===== src/rtl/seqdet_pkg.sv =====
package seqdet_pkg;

  // Width of the state code; four states need two bits.
  localparam int STATE_W = 2;

  typedef enum logic [STATE_W-1:0] {
    ST_IDLE = 2'd0,   // no useful history
    ST_ONE  = 2'd1,   // last bit was 1
    ST_TWO  = 2'd2,   // last two bits were 11
    ST_TAIL = 2'd3    // last three bits were 110
  } det_state_e;

  // Next state for every state and input bit.
  function automatic det_state_e det_next(input det_state_e cur, input logic b);
    det_state_e nxt;
    unique case (cur)
      ST_IDLE: nxt = b ? ST_ONE  : ST_IDLE;
      ST_ONE:  nxt = b ? ST_TWO  : ST_IDLE;
      ST_TWO:  nxt = b ? ST_TWO  : ST_TAIL;
      ST_TAIL: nxt = b ? ST_ONE  : ST_IDLE;  // closing 1 reused as a fresh lead
      default: nxt = ST_IDLE;
    endcase
    return nxt;
  endfunction

  // Mealy flag: only the 1 taken in the 110 state completes the pattern.
  function automatic logic det_flag(input det_state_e cur, input logic b);
    return (cur == ST_TAIL) && b;
  endfunction

endpackage


===== src/rtl/seqdet_next_logic.sv =====
module seqdet_next_logic
  import seqdet_pkg::*;
(
  input  det_state_e cur_state,
  input  logic       bit_in,
  output det_state_e nxt_state,
  output logic       flag
);

  always_comb begin
    nxt_state = det_next(cur_state, bit_in);
    flag      = det_flag(cur_state, bit_in);
  end

endmodule


===== src/rtl/seqdet_state_reg.sv =====
module seqdet_state_reg
  import seqdet_pkg::*;
(
  input  logic       clk,
  input  logic       rst,
  input  det_state_e nxt_state,
  output det_state_e cur_state
);

  always_ff @(posedge clk) begin
    if (rst) cur_state <= ST_IDLE;
    else     cur_state <= nxt_state;
  end

  // a reset edge always lands in idle.
  p_reset_idle_r1: assert property (@(posedge clk) rst |=> (cur_state == ST_IDLE))
    else $error("p_reset_idle_r1");

endmodule


===== src/rtl/seq1101_detector.sv =====
module seq1101_detector
  import seqdet_pkg::*;
(
  input  logic clk,
  input  logic rst,
  input  logic bit_in,
  output logic match_out
);

  det_state_e state_q;
  det_state_e state_d;
  logic       hit;

  seqdet_next_logic u_next (
    .cur_state (state_q),
    .bit_in    (bit_in),
    .nxt_state (state_d),
    .flag      (hit)
  );

  seqdet_state_reg u_reg (
    .clk       (clk),
    .rst       (rst),
    .nxt_state (state_d),
    .cur_state (state_q)
  );

  assign match_out = hit;

  // Assertion-side shadow of the raw bit history, kept apart from the state graph.
  logic [2:0] shadow_bits_q;
  logic [1:0] shadow_fill_q;

  always_ff @(posedge clk) begin
    if (rst) begin
      shadow_bits_q <= '0;
      shadow_fill_q <= '0;
    end else begin
      shadow_bits_q <= {shadow_bits_q[1:0], bit_in};
      if (shadow_fill_q != 2'd3) shadow_fill_q <= shadow_fill_q + 2'd1;
    end
  end

  logic window_match;
  assign window_match = (shadow_fill_q == 2'd3) && (shadow_bits_q == 3'b110) && bit_in;

  // the flag agrees with the raw history window in both directions.
  p_flag_window_r2: assert property (@(posedge clk) disable iff (rst) match_out == window_match)
    else $error("p_flag_window_r2");

  // after a match the machine holds exactly one leading 1.
  p_overlap_r3: assert property (@(posedge clk) disable iff (rst) match_out |=> (state_q == ST_ONE))
    else $error("p_overlap_r3");

  // further 1s after 11 keep the machine in the 11 state.
  p_selfloop_r5: assert property (@(posedge clk) disable iff (rst)
      (shadow_fill_q >= 2'd1 && shadow_bits_q[0] && bit_in && state_q != ST_IDLE) |=> (state_q == ST_TWO))
    else $error("p_selfloop_r5");

  // a 0 taken while 110 is held sends the machine back to idle.
  p_restart_r6: assert property (@(posedge clk) disable iff (rst)
      (state_q == ST_TAIL && !bit_in) |=> (state_q == ST_IDLE))
    else $error("p_restart_r6");

  // a zero bit can never raise the flag.
  p_zero_quiet_r8: assert property (@(posedge clk) disable iff (rst) !bit_in |-> !match_out)
    else $error("p_zero_quiet_r8");

endmodule


===== config.mk =====
export PLATFORM = sky130hd
export DESIGN_NAME = seq1101_detector
export DESIGN_NICKNAME = d
export VERILOG_FILES = /design/src/rtl/seqdet_pkg.sv /design/src/rtl/seqdet_next_logic.sv /design/src/rtl/seqdet_state_reg.sv /design/src/rtl/seq1101_detector.sv
export SDC_FILE = /design/constraint.sdc
export NUM_CORES = 1
export LEC_CHECK = 0
export ABC_AREA = 1
export BUFFER_PORTS_ARGS = -buffer_cell sky130_fd_sc_hd__buf_4
export CAP_MARGIN = 5
export CORE_AREA = 2 2 39 41
export CTS_CLUSTER_SIZE = 24
export DETAILED_ROUTE_END_ITERATION = 7
export DIE_AREA = 0 0 41 43
export PLACE_DENSITY = 0.35
export SLEW_MARGIN = 10
export SYNTH_ARGS = -nofsm -noshare
export SYNTH_HDL_FRONTEND = slang
export SYNTH_HIERARCHICAL = 1
export SYNTH_SLANG_ARGS = --single-unit

===== constraint.sdc =====
create_clock -name clk -period 1.16 [get_ports clk]
set_input_delay 0.29 -clock clk [delete_from_list [all_inputs] [get_ports clk]]
set_output_delay 0.29 -clock clk [all_outputs]
set_load 0.03 [all_outputs]

### Word level (Yosys, flattened, before mapping)

Index checks and enable logic that the tools add are counted.

* bits of input ports: 3
* logic and storage cells: 11
* flip-flop bits (word level): 2

* equal/unequal tests: 3
* reduce and logical (&&, ||, !) cells: 3
* mux-type cells: 4

Operator list (number)
* $pmux W2 S3: 1
* $eq A2 B2 Y1 const B: 2
* $eq A2 B1 Y1 const B: 1
* $logic_not A2 Y1: 1
* $mux W1: 2
* $mux W2: 1
* $reduce_or A2 Y1: 1
* $logic_and A1 B1 Y1: 1

### Longest topological paths before layout

Gate-level depths: netlist (run 1).

* word-level depth: 3
* depth in mapped cells: 7
* gate-level depth less buffers: 7

### By module

Netlist (run 1), hierarchy kept.

Modules (own cells, without submodules)
* seqdet_next_logic: times used 1, cells each 15, area each 82.6 µm², sequential area each 0.0 µm²
* seqdet_state_reg: times used 1, cells each 6, area each 55.1 µm², sequential area each 40.0 µm²

### Worst setup path before layout (run 1)

No wires, ideal clock.

* kind: reg2out
* start point: register u_reg.cur_state[0]
* end point: output match_out
* required time: 0.870 ns
* path slack: 0.167 ns
* data arrival time: 0.703 ns
* buffers on the path: 0
* cell stages (with the launch flop): 4
* cells stage by stage: dfxtp_1 ha_1 nand2_1 inv_1

* cells in the longest elaborated chain, start to end: 2

Ends and longest elaborated chain
* from (decl): RTL line seqdet_state_reg.sv:7 `output det_state_e cur_state`
* from (signal assigned): RTL line seqdet_state_reg.sv:12 `else cur_state <= nxt_state;`
* $eq A2 B2 Y1: RTL line seqdet_pkg.sv:28 `return (cur == ST_TAIL) && b;`
* $logic_and A1 B1 Y1: RTL line seqdet_pkg.sv:28
* to (decl): RTL line seq1101_detector.sv:7 `output logic match_out`

Every way passes these cells.

### Worst setup path after layout (run 1)

* start point: register u_reg.cur_state[1]
* end point: output match_out

Same word-level chain as after synthesis.

==> results.yml, run 1 <==
clock_network:
  clock-root-buffer: "clkbuf_4"
  clk_transition_reported_paths_ns: 0.03
  cts_inserted_buffers: 3
  hold_buffers: 0
  cts_sinks: 2
  cts.htree.levels: 1
  clk_path_buf_depth: 2
  tritoncts_clock_tree: "built"
  worstSkewPairLatency_ns: 0.22
setup_path:
  critPathMaxStageDelay_ns: 0.32
  critPathArrivalTime_ns: 0.90
  rrSetupSlack_ns: 0.01
  path_delay_family: "flip-flops"
  critical_path_cell_count: 4
  crit_fanout: 2
  regToRegStartpoint: "u_reg/cur_state[1]"
  rr_endpoint: "u_reg/cur_state[0]"
  path_buf_inv: 2
  crit_path_start_kind: "flop"
  timing.critical_path.to_type: "output port"
  setup.worst_path.end: "match_out"
  worst-setup-path-type: "flop to output port"
  timing.reg2reg.worst_path_depth: 7
  path_cells: "ha_4, nand2_2, inv_2, buf_6"
  critPathSlowestCell: "dfxtp_2"
  cp.required_ns: 0.87
  startpoint: "u_reg/cur_state[1]"
cells_and_area:
  max_flop_register: "u_reg/cur_state"
  largest_reg_flops: 2
  layout-drive-gt1-share: 0.4839
  antenna_diodes: 0
  instances_no_fill: 47
  area_delta_synth_final_pct: 84.55
  nets: 39
  top_regs: "u_reg/cur_state: 2 flops"
timing:
  tns_ns: -0.02568
  max_slew_margin: 0.9359
  timing_worst_slew_pin_value_ns: 0.09617
  final_min_period_over_clock_period: 1.022
  rsz_0062_raised_after_global_routing: "true"
  layout_setup_ws_ns: -0.02568
  final_hold_viol_count: 0
  setup_viol: 1
  slew_violations: 0
  final_critical_delay_including_setup_and_external_delays_ns: 1.186
  hold_ws_ns: 0.2239
  achievable-frequency_mhz: 843.4
  finalClockSkew_ns: 0.001683
detailed_routing:
  drt_wl_total_um: 309
  detail_route.drc_violations: 0
  firstDrtPassIters: 2
  detail_route.iter0.violations: 2
  post_drt_wl_per_cell_um: 6.574
  drt.antenna.violating_nets: 0
  total_number_of_vias: 135
  drt-vias-per-instance: 2.872
power:
  post-layout-total-power_uw: 277.2
  leakage_nw: 0.1367
  power-per-cell-area_mw_per_mm2: 1091
  vdd.ir_drop.worst_mv: 0.4652
global_route:
  antenna_found_initial: 0
  grt_start_max_net_pins: 5
  grt_overflow: 0
  grt_pass1_vias: 125
  grt.total_usage: 0.04404
  grt_pass1_wl_um: 427
outcome:
  status: "finished with violations"
  failing_checks: "negative setup slack"
logic_synthesis:
  post_synth_inst_count: 21
  syn_nets: 27
  post_synth_instance_area_um2: 137.6
  postSynthRegisterBits: 2
  synth_sequential_area_ratio: 0.2909
  synth.distinct_cells: 5
  synth_warnings: 6
  avgSynthCellArea_um2: 6.554
hold_path:
  hold_path.class: "input port to flop"
die:
  design.portCount: 4
  die_h_um: 43
  die_width_um: 41
  row_count: 14
  design.die.area_mm2: 0.001763
  initial_utilization: 0.09946
  design.core.area_mm2: 0.001384
placement:
  portBuffers: 3
  dp_cells: 40
  place_worst_setup_slack_ns: 0.1292
  gp_congestion: 0.6244
run:
  cap_violations: 0
==> cell usage in the layout (no fill, tap or decap) <==
| cell | instances |
|---|---|
| buf_4 | 6 |
| buf_6 | 1 |
| clkbuf_4 | 3 |
| dfxtp_2 | 2 |
| ha_1 | 2 |
| ha_4 | 1 |
| inv_1 | 6 |
| inv_2 | 1 |
| nand2_1 | 6 |
| nand2_2 | 1 |
| nor2_1 | 2 |
==> metal layers <==
metal	vias to the layer above	share of wire	global-route usage
met5	-	0	0
met4	0	0	0.06000
met1	52	0.51	0.03822
li1	77	-	-
met3	0	0.058	0.03141
met2	6	0.42	0.05313
==> repair_timing <==
item,in CTS,in global routing
gates resized for setup,4,3
pin swaps,0,2
endpoints found under the setup margin,1,1
buffers inserted,2,2
==> synthesized netlist by cell type (all sizes together) <==
master	instances	area [um^2]
nor2	2	7.510
dfxtp	2	40.04
inv	7	26.28
nand2	7	26.28
ha	3	37.54
==> final cells by class <==
class,count,area [um^2]
fillers,157,1130
multi-input cells,12,86.33
repair buffers,7,56.30
flip-flops and latches,2,42.54
inverters,7,26.28
clock buffers,3,22.52
well taps,16,20.02
==> cell families (layout without fill, tap and decap cells) <==
| group | Yosys count | count (layout) | synth area share |
|---|---|---|---|
| fa+ha+maj | 3 | 3 | 0.2728 |
| buf+inv | 7 | 17 | 0.1909 |
| flops | 2 | 2 | 0.2909 |
| simple gates | 9 | 9 | 0.2455 |
==> where the power goes <==
group	leakage, nW	switching, mW	internal, mW
logic	0.106	0.0215	0.0260
registers	0.0172	0.00488	0.0752
clock network	0.0138	0.0358	0.114
==> worst min-delay path by stage <==
| stage | start | end | slack, ns | cells after the start |
|---|---|---|---|---|
| 6_report | rst | u_reg/cur_state[0] | 0.22 | 2 |
| 5_1_grt | rst | u_reg/cur_state[0] | 0.22 | 2 |
| 4_1_cts | rst | u_reg/cur_state[0] | 0.22 | 2 |
| 3_5_place_dp | rst | u_reg/cur_state[0] | 0.46 | 2 |
| 3_3_place_gp | rst | u_reg/cur_state[0] | 0.46 | 2 |
| 2_1_floorplan | rst | u_reg/cur_state[0] | 0.36 | 1 |
==> through the flow <==
stage               instance area, um^2  utilization
floorplan                         137.6            -
global placement                  180.2       0.1302
detailed placement                180.2       0.1302
CTS                               226.5       0.1637
global route                      254.0       0.1835
finish                            254.0       0.1835
No activity file was read; power rests on OpenSTA's default activity.
==> run 2, diff against run 1 <==
==> constraint.sdc (replaced) <==
create_clock -name clk -period 1.4 [get_ports clk]
set_input_delay 0.35 -clock clk [delete_from_list [all_inputs] [get_ports clk]]
set_output_delay 0.35 -clock clk [all_outputs]
set_load 0.03 [all_outputs]
==> results.yml, run 2 (synthesized netlist as in run 1, its figures left out) <==
power:
  power_switching_share: 0.2143
  power-per-cell-area_mw_per_mm2: 1053
  post-layout-total-power_uw: 213.4
  vdd.ir_drop.worst_mv: 0.3649
  power.share.clock: 0.580
  power_report.internal_total_uw: 167.7
  leakage_nw: 0.1178
  pwr-share-comb: 0.118
  power_switching_uw: 45.74
  seqPwrFrac: 0.303
timing:
  tns_ns: 0
  slew_violations: 0
  final_min_period_over_clock_period: 0.9406
  finalClockSkew_ns: 0.001674
  final_critical_delay_including_setup_and_external_delays_ns: 1.317
  hold_ws_ns: 0.2917
  achievable-frequency_mhz: 759.4
  max_slew_margin: 0.9262
  final_hold_viol_count: 0
  rsz_0062_raised_after_global_routing: "false"
  timing_worst_slew_pin_value_ns: 0.1106
  layout_setup_ws_ns: 0.08310
  setup_viol: 0
global_route:
  grt_start_max_net_pins: 5
  grt_pass1_vias: 91
  grt_pass1_wl_um: 317
  antenna_found_initial: 0
  grt.total_usage: 0.03403
  grt_overflow: 0
clock_network:
  tritoncts_clock_tree: "built"
  clock-root-buffer: "clkbuf_4"
  cts_inserted_buffers: 3
  cts.repair.resized: 0
  worstSkewPairLatency_ns: 0.22
  clk_path_buf_depth: 2
  cts_sinks: 2
  clk_transition_reported_paths_ns: 0.03
  post_cts.repair.setup_buffers: 0
  hold_buffers: 0
  cts.htree.levels: 1
cells_and_area:
  layout-drive-gt1-share: 0.2222
  finalInstanceArea_um2: 202.7
  antenna_diodes: 0
  fin_util: 0.1465
  leading_cell_types_in_the_layout_fill_and_taps_excluded: "inv_1, nand2_1, clkbuf_4, buf_4, ha_1"
  largest_reg_flops: 2
  nets: 35
  area_delta_synth_final_pct: 47.27
  max_flop_register: "u_reg/cur_state"
  instances_no_fill: 43
  top_regs: "u_reg/cur_state: 2 flops"
detailed_routing:
  drt.antenna.violating_nets: 0
  total_number_of_vias: 113
  firstDrtPassIters: 2
  post_drt_wl_per_cell_um: 5.302
  drt-vias-per-instance: 2.628
  detail_route.drc_violations: 0
  detail_route.iter0.violations: 2
  drt_wl_total_um: 228
placement:
  dp_cells: 40
  gp_congestion: 0.6244
  dpl-instance-area_um2: 180.2
  portBuffers: 3
  place_worst_setup_slack_ns: 0.3092
die:
  design.portCount: 4
  initial_utilization: 0.09946
  design.core.area_mm2: 0.001384
  design.die.area_mm2: 0.001763
  die_width_um: 41
  die_h_um: 43
  row_count: 14
setup_path:
  critPathArrivalTime_ns: 0.97
  cp.required_ns: 1.05
  crit_path_start_kind: "flop"
  path_delay_family: "flip-flops"
  path_buf_inv: 2
  path_cells: "ha_1, nand2_1, inv_1, buf_4"
  timing.critical_path.to_type: "output port"
  crit_fanout: 3
  critPathMaxStageDelay_ns: 0.32
  startpoint: "u_reg/cur_state[0]"
  worst-setup-path-type: "flop to output port"
  critPathSlowestCell: "dfxtp_1"
  regToRegStartpoint: "u_reg/cur_state[0]"
hold_path:
  hold_path.class: "input port to flop"
  holdCritStartpoint: "rst"
run:
  cap_violations: 0
outcome:
  status: "completed"
run 2: layout make-up:
class	count	area, um^2
Fill cell	149	1181
Multi-Input combinational cell	12	71.32
Sequential cell	2	40.04
Inverter	7	26.28
Clock buffer	3	22.52
Timing Repair Buffer	3	22.52
Tap cell	16	20.02
run 2: worst register-to-register path: cells and delay by family (launching register included):
kind / cells / cell delay [ns]
simple gates: 3 / 0.14
flops: 1 / 0.35
fa+ha+maj: 1 / 0.28
buf+inv: 2 / 0.10
run 2: worst paths after layout:
check / endpoint / slack, ns / cells past startpoint
setup / recovery: match_out / 0.08 / 4
hold / removal: u_reg/cur_state[0] / 0.29 / 2
hold reg to reg: u_reg/cur_state[0] / 0.72 / 5
setup reg to reg: u_reg/cur_state[0] / 0.42 / 6
run 2: power groups by stage:
stage / Clock (mW) / Combinational (mW) / Sequential [mW]
after floorplan: 0 / 0.0159 / 0.0647
after global placement: 0 / 0.0257 / 0.0651
after detailed placement: 0 / 0.0250 / 0.0654
after CTS: 0.132 / 0.0252 / 0.0646
after global routing: 0.144 / 0.0288 / 0.0650
final: 0.124 / 0.0251 / 0.0646
run 2: metal layers:
| layer | vias up | wire (um) | track usage |
|---|---|---|---|
| met4 | 0 | 0 | 0.06000 |
| met1 | 38 | 135 | 0.03503 |
| li1 | 69 | - | - |
| met3 | 0 | 20 | 0.03141 |
| met2 | 6 | 72 | 0.02500 |
| met5 | - | 0 | 0 |
==> run 3, diff against run 2 <==
--- a/config.mk
+++ b/config.mk
@@ -5,7 +5,6 @@
 export SDC_FILE = /design/constraint.sdc
 export NUM_CORES = 1
 export LEC_CHECK = 0
-export ABC_AREA = 1
 export BUFFER_PORTS_ARGS = -buffer_cell sky130_fd_sc_hd__buf_4
 export CAP_MARGIN = 5
 export CORE_AREA = 2 2 39 41
==> results.yml, run 3 <==
outcome:
  status: "completed"
logic_synthesis:
  synth_sequential_area_ratio: 0.3077
  yosysMostFrequentCell: "ha_1"
  synth_warnings: 6
  synth-edff-count: 0
  avgSynthCellArea_um2: 10.84
  syn_nets: 18
  post_synth_inst_count: 12
  synth.top_cell.area_share: 0.3077
  synth.cells.most_frequent: "ha_1, dfxtp_1, inv_1, nor2b_1"
  ys_dominant_reg_cell: "dfxtp_1"
  synth-async-reset-ratio: 0
  post_synth_instance_area_um2: 130.1
  synth_top_area_cell: "dfxtp_1"
  synth.distinct_cells: 7
  ys_top_cells_by_area: "dfxtp_1, ha_1, mux2_4"
  postSynthRegisterBits: 2
global_route:
  antenna_found_initial: 0
  grt_overflow: 0
  grt_pass1_wl_um: 489
  grt_start_max_net_pins: 4
  grt.total_usage: 0.05105
  grt_pass1_vias: 124
timing:
  slew_violations: 0
  rsz_0062_raised_after_global_routing: "false"
  tns_ns: 0
  layout_setup_ws_ns: 0.05863
  setup_viol: 0
  finalClockSkew_ns: 0.0003062
  final_hold_viol_count: 0
  max_slew_margin: 0.9427
  final_critical_delay_including_setup_and_external_delays_ns: 1.341
  achievable-frequency_mhz: 745.5
  hold_ws_ns: 0.2885
  timing_worst_slew_pin_value_ns: 0.08584
  final_min_period_over_clock_period: 0.9581
cells_and_area:
  max_flop_register: "u_reg/cur_state"
  largest_reg_flops: 2
  area_delta_synth_final_pct: 54.81
  top_regs: "u_reg/cur_state: 2 flops"
  instances_no_fill: 34
  nets: 26
  layout-drive-gt1-share: 0.5556
  antenna_diodes: 0
  fin_util: 0.1456
  leading_cell_types_in_the_layout_fill_and_taps_excluded: "clkbuf_4, ha_1"
clock_network:
  cts_sinks: 2
  tritoncts_clock_tree: "built"
  worstSkewPairLatency_ns: 0.22
  clk_transition_reported_paths_ns: 0.03
  cts.htree.levels: 1
  clk_path_buf_depth: 2
  cts_inserted_buffers: 3
  hold_buffers: 0
  clock-root-buffer: "clkbuf_4"
setup_path:
  crit_fanout: 3
  rrSetupSlack_ns: 0.25
  crit_path_start_kind: "flop"
  timing.reg2reg.worst_path_depth: 4
  timing.critical_path.to_type: "output port"
  rr_endpoint: "u_reg/cur_state[0]"
  cp.required_ns: 1.05
  critPathArrivalTime_ns: 0.99
  regToRegStartpoint: "u_reg/cur_state[0]"
  worst-setup-path-type: "flop to output port"
power:
  power-per-cell-area_mw_per_mm2: 1102
  power_switching_uw: 46.40
  power_switching_share: 0.2091
  power_report.internal_total_uw: 175.5
  power.share.clock: 0.576
  leakage_nw: 0.09530
  vdd.ir_drop.worst_mv: 0.3145
  seqPwrFrac: 0.298
  pwr-share-comb: 0.126
die:
  initial_utilization: 0.09403
  design.core.area_mm2: 0.001384
  design.die.area_mm2: 0.001763
  row_count: 14
  die_width_um: 41
  die_h_um: 43
  design.portCount: 4
placement:
  place_worst_setup_slack_ns: 0.2160
  gp_congestion: 0.5809
  dp_cells: 31
  portBuffers: 3
detailed_routing:
  drt.antenna.violating_nets: 0
  drt_wl_total_um: 252
  total_number_of_vias: 90
  detail_route.drc_violations: 0
  post_drt_wl_per_cell_um: 7.412
  drt-vias-per-instance: 2.647
  firstDrtPassIters: 1
  detail_route.iter0.violations: 0
hold_path:
  holdCritStartpoint: "rst"
  hold_path_depth: 2
  worst_hold_path.endpoint: "u_reg/cur_state[0]"
  hold_path.class: "input port to flop"
run:
  cap_violations: 0
==> run 3: changes by cell type after synthesis, sizes merged <==
cell   change
and2       +1
inv        -5
mux2       +2
nand2      -7
nor2       -2
nor2b      +2
==> run 3: worst max-delay path by stage <==
stage	from	endpoint	slack (ns)
2_1_floorplan	u_reg/cur_state[0]	u_reg/cur_state[0]	0.28
3_3_place_gp	u_reg/cur_state[0]	u_reg/cur_state[0]	0.25
3_5_place_dp	u_reg/cur_state[0]	u_reg/cur_state[0]	0.22
4_1_cts	u_reg/cur_state[0]	match_out	0.01
5_1_grt	u_reg/cur_state[0]	match_out	0.009
6_report	u_reg/cur_state[0]	match_out	0.06
==> run 3: metrics by stage <==
stage,instance area [um^2],power [mW]
2_1_floorplan,130.1,0.08358
3_3_place_gp,172.7,0.09129
3_5_place_dp,172.7,0.09403
4_1_cts,195.2,0.2334
5_1_grt,201.4,0.2409
6_report,201.4,0.2219
==> run 3: logic make-up after synthesis <==
family                   after synthesis  share of synthesized area
adder cells (fa/ha/maj)                3                     0.2885
AND/OR/NAND/NOR                        3                     0.1442
flip-flops                             2                     0.3077
multiplexers                           2                     0.2019
buffers and inverters                  2                    0.05771
==> run 3: critical path: stages, from the launching register on <==
cell,delay [ns]
dfxtp_2,0.32
ha_1,0.18
and2_1,0.14
buf_6,0.13
==> run 3: power by group through the flow <==
stage / Sequential, mW / Combinational [mW] / Clock, mW
CTS: 0.0652 / 0.0284 / 0.140
floorplan: 0.0652 / 0.0184 / 0
finish: 0.0662 / 0.0279 / 0.128
global route: 0.0671 / 0.0323 / 0.142
detailed placement: 0.0660 / 0.0281 / 0
global placement: 0.0656 / 0.0257 / 0
==> run 3: what timing repair did <==
action / CTS / global route
endpoints found under the setup margin: 0 / 1
setup buffers: 0 / 0
gates resized for setup: 0 / 3
==> run 3: final cells by class <==
class / count / area, um^2
Clock buffer: 3 / 22.52
Tap cell: 16 / 20.02
Sequential cell: 2 / 42.54
Multi-Input combinational cell: 8 / 82.58
Fill cell: 152 / 1182
Timing Repair Buffer: 3 / 26.28
Inverter: 2 / 7.507
==> run 3: layer usage <==
layer	global-route usage	part of all wire	vias up
met5	0	0	-
met4	0.1000	0	0
met3	0.01571	0.063	0
met2	0.06250	0.50	4
met1	0.04140	0.44	37
li1	-	-	49
